File: config.mk
export PLATFORM = sky130hd
export DESIGN_NAME = baud_autoreload_gen
export DESIGN_NICKNAME = d
export VERILOG_FILES = /design/src/rtl/baud_gen_pkg.sv /design/src/rtl/baud_prescaler.sv /design/src/rtl/baud_reload_ctr.sv /design/src/rtl/baud_post_div.sv /design/src/rtl/baud_autoreload_gen.sv
export SDC_FILE = /design/constraint.sdc
export NUM_CORES = 1
export LEC_CHECK = 0
export ABC_AREA = 1
export CORE_MARGIN = 1
export CORE_UTILIZATION = 30
export DETAILED_ROUTE_END_ITERATION = 12
export MAX_ROUTING_LAYER = met4
export PLACE_DENSITY_LB_ADDON = 0.08
export SLEW_MARGIN = 20
export SYNTH_ARGS = -nofsm -noshare
export SYNTH_HDL_FRONTEND = slang
export SYNTH_SLANG_ARGS = --single-unit
File: constraint.sdc
create_clock -name clk -period 2.9 [get_ports clk]
set_input_delay 0.87 -clock clk [delete_from_list [all_inputs] [get_ports clk]]
set_output_delay 0.87 -clock clk [all_outputs]
set_load 0.05 [all_outputs]
File: src/rtl/baud_gen_pkg.sv
package baud_gen_pkg;

    // Control machine states for the bit-rate generator.
    typedef enum logic [0:0] {
        ST_HALT = 1'b0,
        ST_RUN  = 1'b1
    } run_state_e;

    // Width of the auto-reload counter (fixed by the rate formula).
    localparam int unsigned CNT_W = 8;

endpackage

File: src/rtl/baud_prescaler.sv
module baud_prescaler #(
    parameter int unsigned PRESCALE = 12
) (
    input  logic clk,
    input  logic rst_n,
    input  logic en_i,
    output logic tick_o
);

    generate
        if (PRESCALE <= 1) begin : g_passthru
            // Divide-by-one: every enabled cycle is a tick.
            assign tick_o = en_i;
        end else begin : g_divide
            localparam int unsigned PW = $clog2(PRESCALE);
            localparam logic [PW-1:0] LAST = PW'(PRESCALE - 1);

            logic [PW-1:0] div_q;

            always_ff @(posedge clk or negedge rst_n) begin
                if (!rst_n) begin
                    div_q <= '0;
                end else if (en_i) begin
                    if (div_q == LAST) begin
                        div_q <= '0;
                    end else begin
                        div_q <= div_q + 1'b1;
                    end
                end
            end

            assign tick_o = en_i && (div_q == LAST);
        end
    endgenerate

endmodule

File: src/rtl/baud_reload_ctr.sv
module baud_reload_ctr #(
    parameter int unsigned WIDTH = 8
) (
    input  logic             clk,
    input  logic             rst_n,
    input  logic             adv_i,
    input  logic [WIDTH-1:0] reload_i,
    output logic [WIDTH-1:0] cnt_o,
    output logic             ovf_o
);

    localparam logic [WIDTH-1:0] TOP = '1;

    logic [WIDTH-1:0] cnt_q;
    logic             ovf_q;
    logic             wrap;

    // Counter is at its maximum and is about to step: it wraps.
    assign wrap = adv_i && (cnt_q == TOP);

    always_ff @(posedge clk or negedge rst_n) begin
        if (!rst_n) begin
            cnt_q <= '0;
        end else if (wrap) begin
            // The reload value is sampled here and nowhere else.
            cnt_q <= reload_i;
        end else if (adv_i) begin
            cnt_q <= cnt_q + 1'b1;
        end
    end

    always_ff @(posedge clk or negedge rst_n) begin
        if (!rst_n) begin
            ovf_q <= 1'b0;
        end else begin
            ovf_q <= wrap;
        end
    end

    assign cnt_o = cnt_q;
    assign ovf_o = ovf_q;

endmodule

File: src/rtl/baud_post_div.sv
module baud_post_div #(
    parameter int unsigned OS_RATE = 16
) (
    input  logic clk,
    input  logic rst_n,
    input  logic en_i,
    input  logic ovf_i,
    input  logic dbl_i,
    output logic tick16_o,
    output logic bit_tick_o
);

    localparam int unsigned SW = (OS_RATE > 1) ? $clog2(OS_RATE) : 1;
    localparam logic [SW-1:0] SUB_LAST = SW'(OS_RATE - 1);

    logic          half_q;
    logic          tick_q;
    logic          bit_q;
    logic [SW-1:0] sub_q;
    logic          tick_next;

    // Pass every overflow when doubling, otherwise every second one.
    assign tick_next = ovf_i && (dbl_i || half_q);

    always_ff @(posedge clk or negedge rst_n) begin
        if (!rst_n) begin
            half_q <= 1'b0;
            tick_q <= 1'b0;
        end else begin
            tick_q <= tick_next;
            if (ovf_i && en_i) begin
                half_q <= ~half_q;
            end
        end
    end

    always_ff @(posedge clk or negedge rst_n) begin
        if (!rst_n) begin
            sub_q <= '0;
            bit_q <= 1'b0;
        end else begin
            bit_q <= tick_q && (sub_q == SUB_LAST);
            if (tick_q) begin
                if (sub_q == SUB_LAST) begin
                    sub_q <= '0;
                end else begin
                    sub_q <= sub_q + 1'b1;
                end
            end
        end
    end

    assign tick16_o   = tick_q;
    assign bit_tick_o = bit_q;

endmodule

File: src/rtl/baud_autoreload_gen.sv
module baud_autoreload_gen
    import baud_gen_pkg::*;
#(
    parameter int unsigned PRESCALE = 12,
    parameter int unsigned OS_RATE  = 16
) (
    input  logic             clk,
    input  logic             rst_n,
    input  logic             run_i,
    input  logic             dbl_i,
    input  logic [CNT_W-1:0] reload_i,
    output logic             ovf_o,
    output logic             tick16_o,
    output logic             bit_tick_o
);

    run_state_e       state_q;
    run_state_e       state_d;
    logic             counting;
    logic             pre_tick;
    logic [CNT_W-1:0] cnt_q;
    logic             ovf_w;

    // Next-state logic.
    always_comb begin
        state_d = state_q;
        unique case (state_q)
            ST_HALT: if (run_i)  state_d = ST_RUN;   // START
            ST_RUN:  if (!run_i) state_d = ST_HALT;  // STOP
            default: state_d = ST_HALT;
        endcase
    end

    // State register.
    always_ff @(posedge clk or negedge rst_n) begin
        if (!rst_n) begin
            state_q <= ST_HALT;
        end else begin
            state_q <= state_d;
        end
    end

    // State outputs.
    always_comb begin
        counting = 1'b0;
        unique case (state_q)
            ST_HALT: counting = 1'b0;
            ST_RUN:  counting = 1'b1;
            default: counting = 1'b0;
        endcase
    end

    baud_prescaler #(
        .PRESCALE (PRESCALE)
    ) u_pre (
        .clk    (clk),
        .rst_n  (rst_n),
        .en_i   (counting),
        .tick_o (pre_tick)
    );

    baud_reload_ctr #(
        .WIDTH (CNT_W)
    ) u_ctr (
        .clk      (clk),
        .rst_n    (rst_n),
        .adv_i    (pre_tick),
        .reload_i (reload_i),
        .cnt_o    (cnt_q),
        .ovf_o    (ovf_w)
    );

    baud_post_div #(
        .OS_RATE (OS_RATE)
    ) u_post (
        .clk        (clk),
        .rst_n      (rst_n),
        .en_i       (1'b1),
        .ovf_i      (ovf_w),
        .dbl_i      (dbl_i),
        .tick16_o   (tick16_o),
        .bit_tick_o (bit_tick_o)
    );

    assign ovf_o = ovf_w;

endmodule

==> results of run 1 <==
==> worst min path at each step <==
stage | start | slack (ps) | cells after the start | endpoint
floorplan | u_post.half_q | 440 | 1 | u_post.half_q
global placement | u_post.half_q | 460 | 1 | u_post.half_q
detailed placement | u_post.half_q | 470 | 1 | u_post.half_q
CTS | u_post.half_q | 490 | 1 | u_post.half_q
global route | u_post.half_q | 500 | 1 | u_post.half_q
finish | u_post.half_q | 490 | 1 | u_post.half_q
==> cell type report <==
| class | instances | area, sq um |
|---|---|---|
| clock buffer | 3 | 22.5 |
| clock inverter | 1 | 5.00 |
| fill | 354 | 2100 |
| inverter | 14 | 56.3 |
| multi-input combinational | 92 | 479 |
| sequential | 21 | 526 |
| tap | 46 | 57.6 |
| timing repair buffer | 15 | 148 |
==> flip-flops by register name, summed over array words and instances, names as in the netlist <==
register and flops:
u_ctr.cnt_o 8, u_post.sub_q 4, u_pre.g_divide.div_q 4, state_q 1, u_ctr.ovf_o 1, u_post.bit_tick_o 1
u_post.half_q 1, u_post.tick16_o 1
==> routing by layer <==
metal	GRT usage (%)	vias to the layer above
met5	-	-
met4	3.81	0
met3	4.35	2
met2	20.9	13
met1	16.1	397
li1	-	452
==> cells in the mapped netlist, drive strengths merged <==
cell type / count / area, sq um
a21boi: 1 / 7.51
a21oi: 6 / 30.0
a31oi: 2 / 12.5
buf: 1 / 11.3
clkinv: 1 / 5.00
dfrtp: 21 / 526
ha: 3 / 37.5
inv: 13 / 51.3
nand2: 41 / 154
nand3: 13 / 82.6
nand4: 4 / 25.0
nor2: 10 / 40.0
nor3: 2 / 21.3
o21a: 1 / 7.51
o21ai: 4 / 20.0
or2: 1 / 6.26
xnor2: 1 / 8.76
xor2: 3 / 26.3
==> worst register-to-register path, stage by stage (launching register included) <==
cell and delay [ps]:
dfrtp_1 410, ha_1 210, nand2_1 120, nor3_4 390, nand3_4 190, clkinv_2 120
nand2_1 70, nand3_2 60
==> stage by stage <==
step	total power [mW]	utilization, %	instances	setup slack (ps)	hold slack [ps]
floorplan	0.641	-	128	1340	442
global placement	0.713	37.4	188	772	455
detailed placement	0.721	37.4	188	764	466
CTS	0.869	38.2	192	409	488
global route	0.926	38.2	192	348	503
finish	0.850	38.2	192	428	485
==> cells by family (layout without fill, tap and decap cells) <==
| group | after synthesis | in the layout | share of synthesized area (%) |
|---|---|---|---|
| AND/OR/NAND/NOR | 71 | 71 | 30.7 |
| flip-flops | 21 | 21 | 49.0 |
| buffers and inverters | 15 | 33 | 6.30 |
| AO/OA/AOI/OAI | 14 | 14 | 7.23 |
| XOR/XNOR | 4 | 4 | 3.27 |
| adder cells (fa/ha/maj) | 3 | 3 | 3.50 |
==> power by group <==
group / switching [mW] / leakage [nW] / internal [mW]
Clock: 0.0884 / 0.0177 / 0.0514
Sequential: 0.0767 / 0.261 / 0.363
Combinational: 0.156 / 0.350 / 0.114
==> out/summary.txt, run 1 <==
Crit path DAT: 1600 ps
Port bufs: 14
Sequential-to-total area share from yosys stat: 49.0%
# rows: 21
Final Wtd Congestion: 0.743
Commonest non-fill, non-tap cell in the layout: nand2_1
Hold Vio Cnt, Final: 0
Post-cts hold buffer count: 0
R2r worst-path depth: 7
R2r endpoint: u_ctr.cnt_o[0]
Total grt overflow: 0
Synth Instances: 128
Setup TNS: 0 ps
Critical Path RT: 2030 ps
Share of cells above drive strength 1: 8.22%
RSZ-0062 raised after global routing: false
Worst Path Buf+Inv: 1
DRT Pass-1 Iters: 4
Via-per-instance ratio: 4.50
Cell Area, Placed: 1270 sq um
Vias in the first global route: 799
CTS tree: built
Nets: 162
First-pass GRT wire length: 3.48 mm
Crit path to: tick16_o
First DRT Iteration DRCs: 71
Final instance area: 1290 sq um
Slew headroom: 67.3%
Root Driver: clkbuf_4
CP cell instances: clkdlybuf4s50_1
Number of diodes: 0
Most frequent cells in the layout: nand2_1 (41), dfrtp_1 (21), clkdlybuf4s50_1 (14), inv_1 (12), nand3_1 (11)
Crit path largest cell delay: 840 ps
Worst Clk Skew: 1.78 ps
Levels on crit path: 1
Vias: 864
Synth warn: 0
Slowest CP cell: clkdlybuf4s50_1
Endpoint class of the critical path: output pin
Period minus WS final: 2470 ps
Post_cts resized: 0
Initial antenna violation count: 0
Antenna viol nets, final: 0
# setup viols final: 0
CTS clk-pin slew, worst paths: 120 ps
Die height: 61.8 um
Fmax: 405 MHz
Max_cap viols: 0
Cell family with most CP delay: buffers and inverters
Mapped Nets: 143
CP Class: reg -> out
Synth cell types: 24
Routed length on met1: 994 um
Ports: 15
Status: finished clean
Seq cells post-synth: 21
VDD IR max: 0.000286 V
Htree depth: 1
Avg WL per Cell: 10.7 um
Hold Crit Class: reg -> reg
TritonCTS buffer count: 3
Clock Latency Late Sink: 300 ps
Critical Path Source Type: register
Tot GR Track Use: 13.2%
WL final: 2.05 mm
Sink Count: 21
CP max FO: 8
Pin count of the biggest net entering global routing: 22
Crit share post-route: 85.2%
Max Root-Sink Buffers: 2
Worst-Margin Slew: 488 ps
Power per cell area: 657 nW/um^2
Die Wd: 61.8 um
Layout area overhead: 20.7%
Die area: 3820 sq um
CP Launch Point: u_post.tick16_o
Worst r2r src: u_pre.g_divide.div_q[0]
Cell area after synthesis: 1070 sq um
Detail Route met3 WL: 92 um
Max-slew violation count: 0
Core area: 3390 sq um
# DRC: 0
Leakage: 0.629 nW
Starting Density: 31.6%
Max Used Layer: met4
DP HPWL: 1.52 mm
Post-CTS setup buffer count: 0
Mean post-synth cell area: 8.38 sq um
Worst R2R Setup Slack: 1290 ps
Met2 WL: 934 um
No activity file was read; power rests on OpenSTA's default activity.
==> run 2: changes to the inputs <==
--- a/config.mk
+++ b/config.mk
@@ -7,7 +7,7 @@
 export LEC_CHECK = 0
 export ABC_AREA = 1
 export CORE_MARGIN = 1
-export CORE_UTILIZATION = 30
+export CORE_UTILIZATION = 40
 export DETAILED_ROUTE_END_ITERATION = 12
 export MAX_ROUTING_LAYER = met4
 export PLACE_DENSITY_LB_ADDON = 0.08
==> out/summary.txt, run 2 (synthesis gave the netlist of run 1 again) <==
Status: finished clean
Worst Path Buf+Inv: 1 (unchanged)
Cell family with most CP delay: buffers and inverters
Total grt overflow: 0 (unchanged)
Hold Vio Cnt, Final: 0 (unchanged)
Antenna viol nets, final: 0 (unchanged)
Vias in the first global route: 766 (-4.1%)
Commonest non-fill, non-tap cell in the layout: nand2_1
CTS clk-pin slew, worst paths: 110 ps (about the same)
CP cell instances: clkdlybuf4s50_1
Critical Path Source Type: register
Worst-Margin Slew: 491 ps (+2.95 ps)
Sink Count: 21 (unchanged)
Share of cells above drive strength 1: 7.53% (-0.68 points)
CP max FO: 8 (unchanged)
R2r worst-path depth: 7 (unchanged)
Levels on crit path: 1 (unchanged)
Power per cell area: 666 nW/um^2 (+1.4%)
Setup WS pre-CTS: 752 ps (-12.6 ps)
Post-cts hold buffer count: 0 (unchanged)
Worst Hold Depth: 1 (unchanged)
Crit share post-route: 85.8% (+0.57 points)
CTS tree: built
Root Driver: clkbuf_4
CP Class: reg -> out
Port bufs: 14 (unchanged)
Critical Path RT: 2030 ps (about the same)
Final Wtd Congestion: 0.786 (+5.7%)
Max reg flops: 8 (unchanged)
# rows: 18 (-14%)
Leakage: 0.627 nW (-0.43%)
First DRT Iteration DRCs: 15 (-79%)
First-pass GRT wire length: 3.13 mm (-10%)
Core Util, Final: 50.9% (+13 points)
Nets: 162 (unchanged)
Pin count of the biggest net entering global routing: 22 (unchanged)
Fmax: 402 MHz (-0.66%)
VDD IR max: 0.000425 V (+48%)
Via-per-instance ratio: 4.84 (+7.6%)
Ports: 15 (unchanged)
Setup WS post-layout: 412 ps (-16.5 ps)
DRT Pass-1 Iters: 4 (unchanged)
Crit path DAT: 1620 ps (+20 ps)
Max Root-Sink Buffers: 2 (unchanged)
Hold Crit Class: reg -> reg
Number of diodes: 0 (unchanged)
Core area: 2500 sq um (-26%)
# setup viols final: 0 (unchanged)
Post-CTS setup buffer count: 0 (unchanged)
WL final: 1.92 mm (-6.3%)
Die Wd: 53.8 um (-13%)
Die height: 53.8 um (-13%)
Crit path largest cell delay: 840 ps (about the same)
Slew headroom: 67.1% (-0.20 points)
Max_cap viols: 0 (unchanged)
Vias: 852 (-1.4%)
Layout area overhead: 18.7%
Slowest CP cell: clkdlybuf4s50_1
Avg WL per Cell: 10.9 um (+2.2%)
Most frequent cells in the layout: nand2_1 (41), dfrtp_1 (21), clkdlybuf4s50_1 (14), inv_1 (12), nand3_1 (11)
Starting Density: 42.9% (+11 points)
Worst Clk Skew: 4.90 ps (+3.12 ps)
Period minus WS final: 2490 ps (+16.5 ps)
Worst R2R Setup Slack: 1280 ps (about the same)
# DRC: 0 (unchanged)
Initial antenna violation count: 0 (unchanged)
Endpoint class of the critical path: output pin
Post_cts resized: 0 (unchanged)
Overall power: 0.847 mW (-0.25%)
Worst hold slack: 479 ps (-5.82 ps)
TritonCTS buffer count: 3 (unchanged)
Die area: 2890 sq um (-24%)
Max-slew violation count: 0 (unchanged)
RSZ-0062 raised after global routing: false
Htree depth: 1 (unchanged)
DP HPWL: 1.39 mm (-8.3%)
Setup TNS: 0 ps (unchanged)
Tot GR Track Use: 15.8% (+2.6 points)
Clock Latency Late Sink: 300 ps (about the same)
-- run 2: cell type report --
cell class | instances | area, sq um
well taps | 30 | 37.5
clock buffers | 4 | 26.3
multi-input cells | 92 | 479
inverters | 14 | 56.3
flip-flops and latches | 21 | 526
repair buffers | 15 | 148
fillers | 245 | 1230
-- run 2: power breakdown --
group | switching, mW | leakage (nW) | internal, mW
registers | 0.0766 | 0.261 | 0.363
logic | 0.154 | 0.350 | 0.115
clock network | 0.0848 | 0.0150 | 0.0536
total | 0.315 | 0.627 | 0.532
-- run 2: path summary, 6_finish.rpt --
kind,start,to
max,u_post.tick16_o,tick16_o
min,u_post.half_q,u_post.half_q
max reg2reg,u_pre.g_divide.div_q[0],u_ctr.cnt_o[2]
min reg2reg,u_post.half_q,u_post.half_q
max in group asynchronous,rst_n,u_ctr.cnt_o[2]
min in group asynchronous,rst_n,u_pre.g_divide.div_q[3]
-- run 2: layer usage --
layer | vias to the layer above | wire length [um] | GRT usage, %
met5 | - | 0 | -
met4 | 0 | 15 | 2.63
met3 | 2 | 88 | 5.08
met2 | 13 | 853 | 25.3
met1 | 387 | 959 | 19.6
li1 | 450 | - | -
-- run 2: per-stage QoR --
stage	std cells	cell area, sq um
final	176	1270
after global routing	176	1270
after CTS	176	1270
after detailed placement	172	1250
after global placement	172	1250
after floorplan	128	1070
==> run 3: changes to the inputs <==
--- a/config.mk
+++ b/config.mk
@@ -9,6 +9,7 @@
 export CORE_MARGIN = 1
 export CORE_UTILIZATION = 40
 export DETAILED_ROUTE_END_ITERATION = 12
+export DONT_BUFFER_PORTS = 1
 export MAX_ROUTING_LAYER = met4
 export PLACE_DENSITY_LB_ADDON = 0.08
 export SLEW_MARGIN = 20
==> out/summary.txt, run 3 (synthesis gave the netlist of run 1 again) <==
Status: finished clean
DRT Pass-1 Iters: 4 (unchanged)
WL final: 1.91 mm (-0.21%)
Htree depth: 1 (unchanged)
R2r endpoint: u_ctr.cnt_o[0]
R2r worst-path depth: 6 (-1)
Placed Instances: 157 (-8.7%)
Post_cts resized: 0 (unchanged)
Crit path to: tick16_o
Via-per-instance ratio: 5.11 (+5.5%)
Cell Area, Placed: 1100 sq um (-12%)
Layout area overhead: 4.90%
Levels on crit path: 0 (-1)
Sink Count: 21 (unchanged)
CP Class: reg -> out
Initial antenna violation count: 0 (unchanged)
Worst-Margin Slew: 619 ps (+128 ps)
Most frequent cells in the layout: nand2_1 (41), dfrtp_1 (21), inv_1 (12), nand3_1 (11), nor2_1 (9)
Antenna viol nets, final: 0 (unchanged)
Worst r2r src: u_pre.g_divide.div_q[0]
Die area: 2890 sq um (unchanged)
Number of diodes: 0 (unchanged)
Setup WS post-layout: 977 ps (+565 ps)
Commonest non-fill, non-tap cell in the layout: nand2_1
Die Wd: 53.8 um (unchanged)
TritonCTS buffer count: 3 (unchanged)
Slew headroom: 58.7% (-8.4 points)
Hold Crit Class: in -> async
Vias in the first global route: 718 (-6.3%)
Share of cells above drive strength 1: 7.63% (+0.099 points)
Overall power: 0.826 mW (-2.6%)
Nets: 147 (-9.3%)
# DRC: 0 (unchanged)
DP HPWL: 1.39 mm (about the same)
Clock Latency Late Sink: 290 ps (about the same)
Critical Path RT: 2030 ps (about the same)
CTS clk-pin slew, worst paths: 110 ps (about the same)
Power per cell area: 734 nW/um^2 (+10%)
First-pass GRT wire length: 3.27 mm (+4.6%)
Max-slew violation count: 0 (unchanged)
Avg WL per Cell: 11.9 um (+9.1%)
Post-CTS setup buffer count: 0 (unchanged)
Pin count of the biggest net entering global routing: 22 (unchanged)
Endpoint class of the critical path: output pin
Max_cap viols: 0 (unchanged)
Crit path DAT: 1050 ps (-570 ps)
Max Root-Sink Buffers: 2 (unchanged)
Hold Vio Cnt, Final: 0 (unchanged)
Die height: 53.8 um (unchanged)
# rows: 18 (unchanged)
Setup TNS: 0 ps (unchanged)
Setup WS pre-CTS: 1320 ps (+563 ps)
Ports: 15 (unchanged)
First DRT Iteration DRCs: 14 (-1)
Final Wtd Congestion: 0.716 (-8.8%)
Critical Path Source Type: register
Final instance area: 1120 sq um (-12%)
Leakage: 0.569 nW (-9.3%)
CP max FO: 8 (unchanged)
VDD IR max: 0.000400 V (-6.0%)
Vias: 822 (-3.5%)
Core area: 2500 sq um (unchanged)
CP Launch Point: u_post.tick16_o
Worst Clk Skew: 5.99 ps (+1.09 ps)
Starting Density: 42.9% (unchanged)
Max reg flops: 8 (unchanged)
Post-cts hold buffer count: 0 (unchanged)
Worst R2R Setup Slack: 1340 ps (+60 ps)
Fmax: 520 MHz (+29%)
Tot GR Track Use: 16.4% (+0.65 points)
Cell Count, Final, Fillers Out: 161 (-8.5%)
CTS tree: built
Crit share post-route: 66.3% (-19 points)
Period minus WS final: 1920 ps (-565 ps)
# setup viols final: 0 (unchanged)
RSZ-0062 raised after global routing: false
Port bufs: 0 (-14)
Filler instances: 230 (-6.1%)
Total grt overflow: 0 (unchanged)
Root Driver: clkbuf_4
[run 3: routing by layer]
metal,wire (um),up-vias,global-route usage [%],share of wire (%)
met5,0,-,-,0
met4,10,0,3.95,0.52
met3,86,2,5.93,4.5
met2,848,14,23.5,44
met1,967,384,22.0,51
li1,-,422,-,-
[run 3: worst min-delay path by stage]
stage | endpoint | start | slack (ps) | cells past startpoint
4_1_cts | u_ctr.cnt_o[6] | rst_n | 230 | 0
5_1_grt | u_ctr.cnt_o[6] | rst_n | 210 | 0
2_1_floorplan | u_post.half_q | u_post.half_q | 440 | 1
3_3_place_gp | u_post.half_q | u_post.half_q | 460 | 1
3_5_place_dp | u_post.half_q | u_post.half_q | 470 | 1
6_report | u_ctr.cnt_o[6] | rst_n | 250 | 0
[run 3: final cells by class]
class                      instances  area [sq um]  area share, %
tap                               30          37.5           3.34
multi-input combinational         92           479           42.6
inverter                          14          56.3           5.01
clock buffer                       4          26.3           2.34
sequential                        21           526           46.7
[run 3: where the power goes]
| part | switching (mW) | internal, mW | total [mW] |
|---|---|---|---|
| registers | 0.0770 | 0.364 | 0.441 |
| clock network | 0.0832 | 0.0535 | 0.137 |
| logic | 0.147 | 0.101 | 0.248 |
| total | 0.308 | 0.518 | 0.826 |
[run 3: stage by stage]
stage / hold slack (ps) / util (%)
floorplan: 442 / -
global placement: 455 / 43.9
detailed placement: 469 / 43.9
CTS: 231 / 45.0
global route: 209 / 45.0
finish: 250 / 45.0
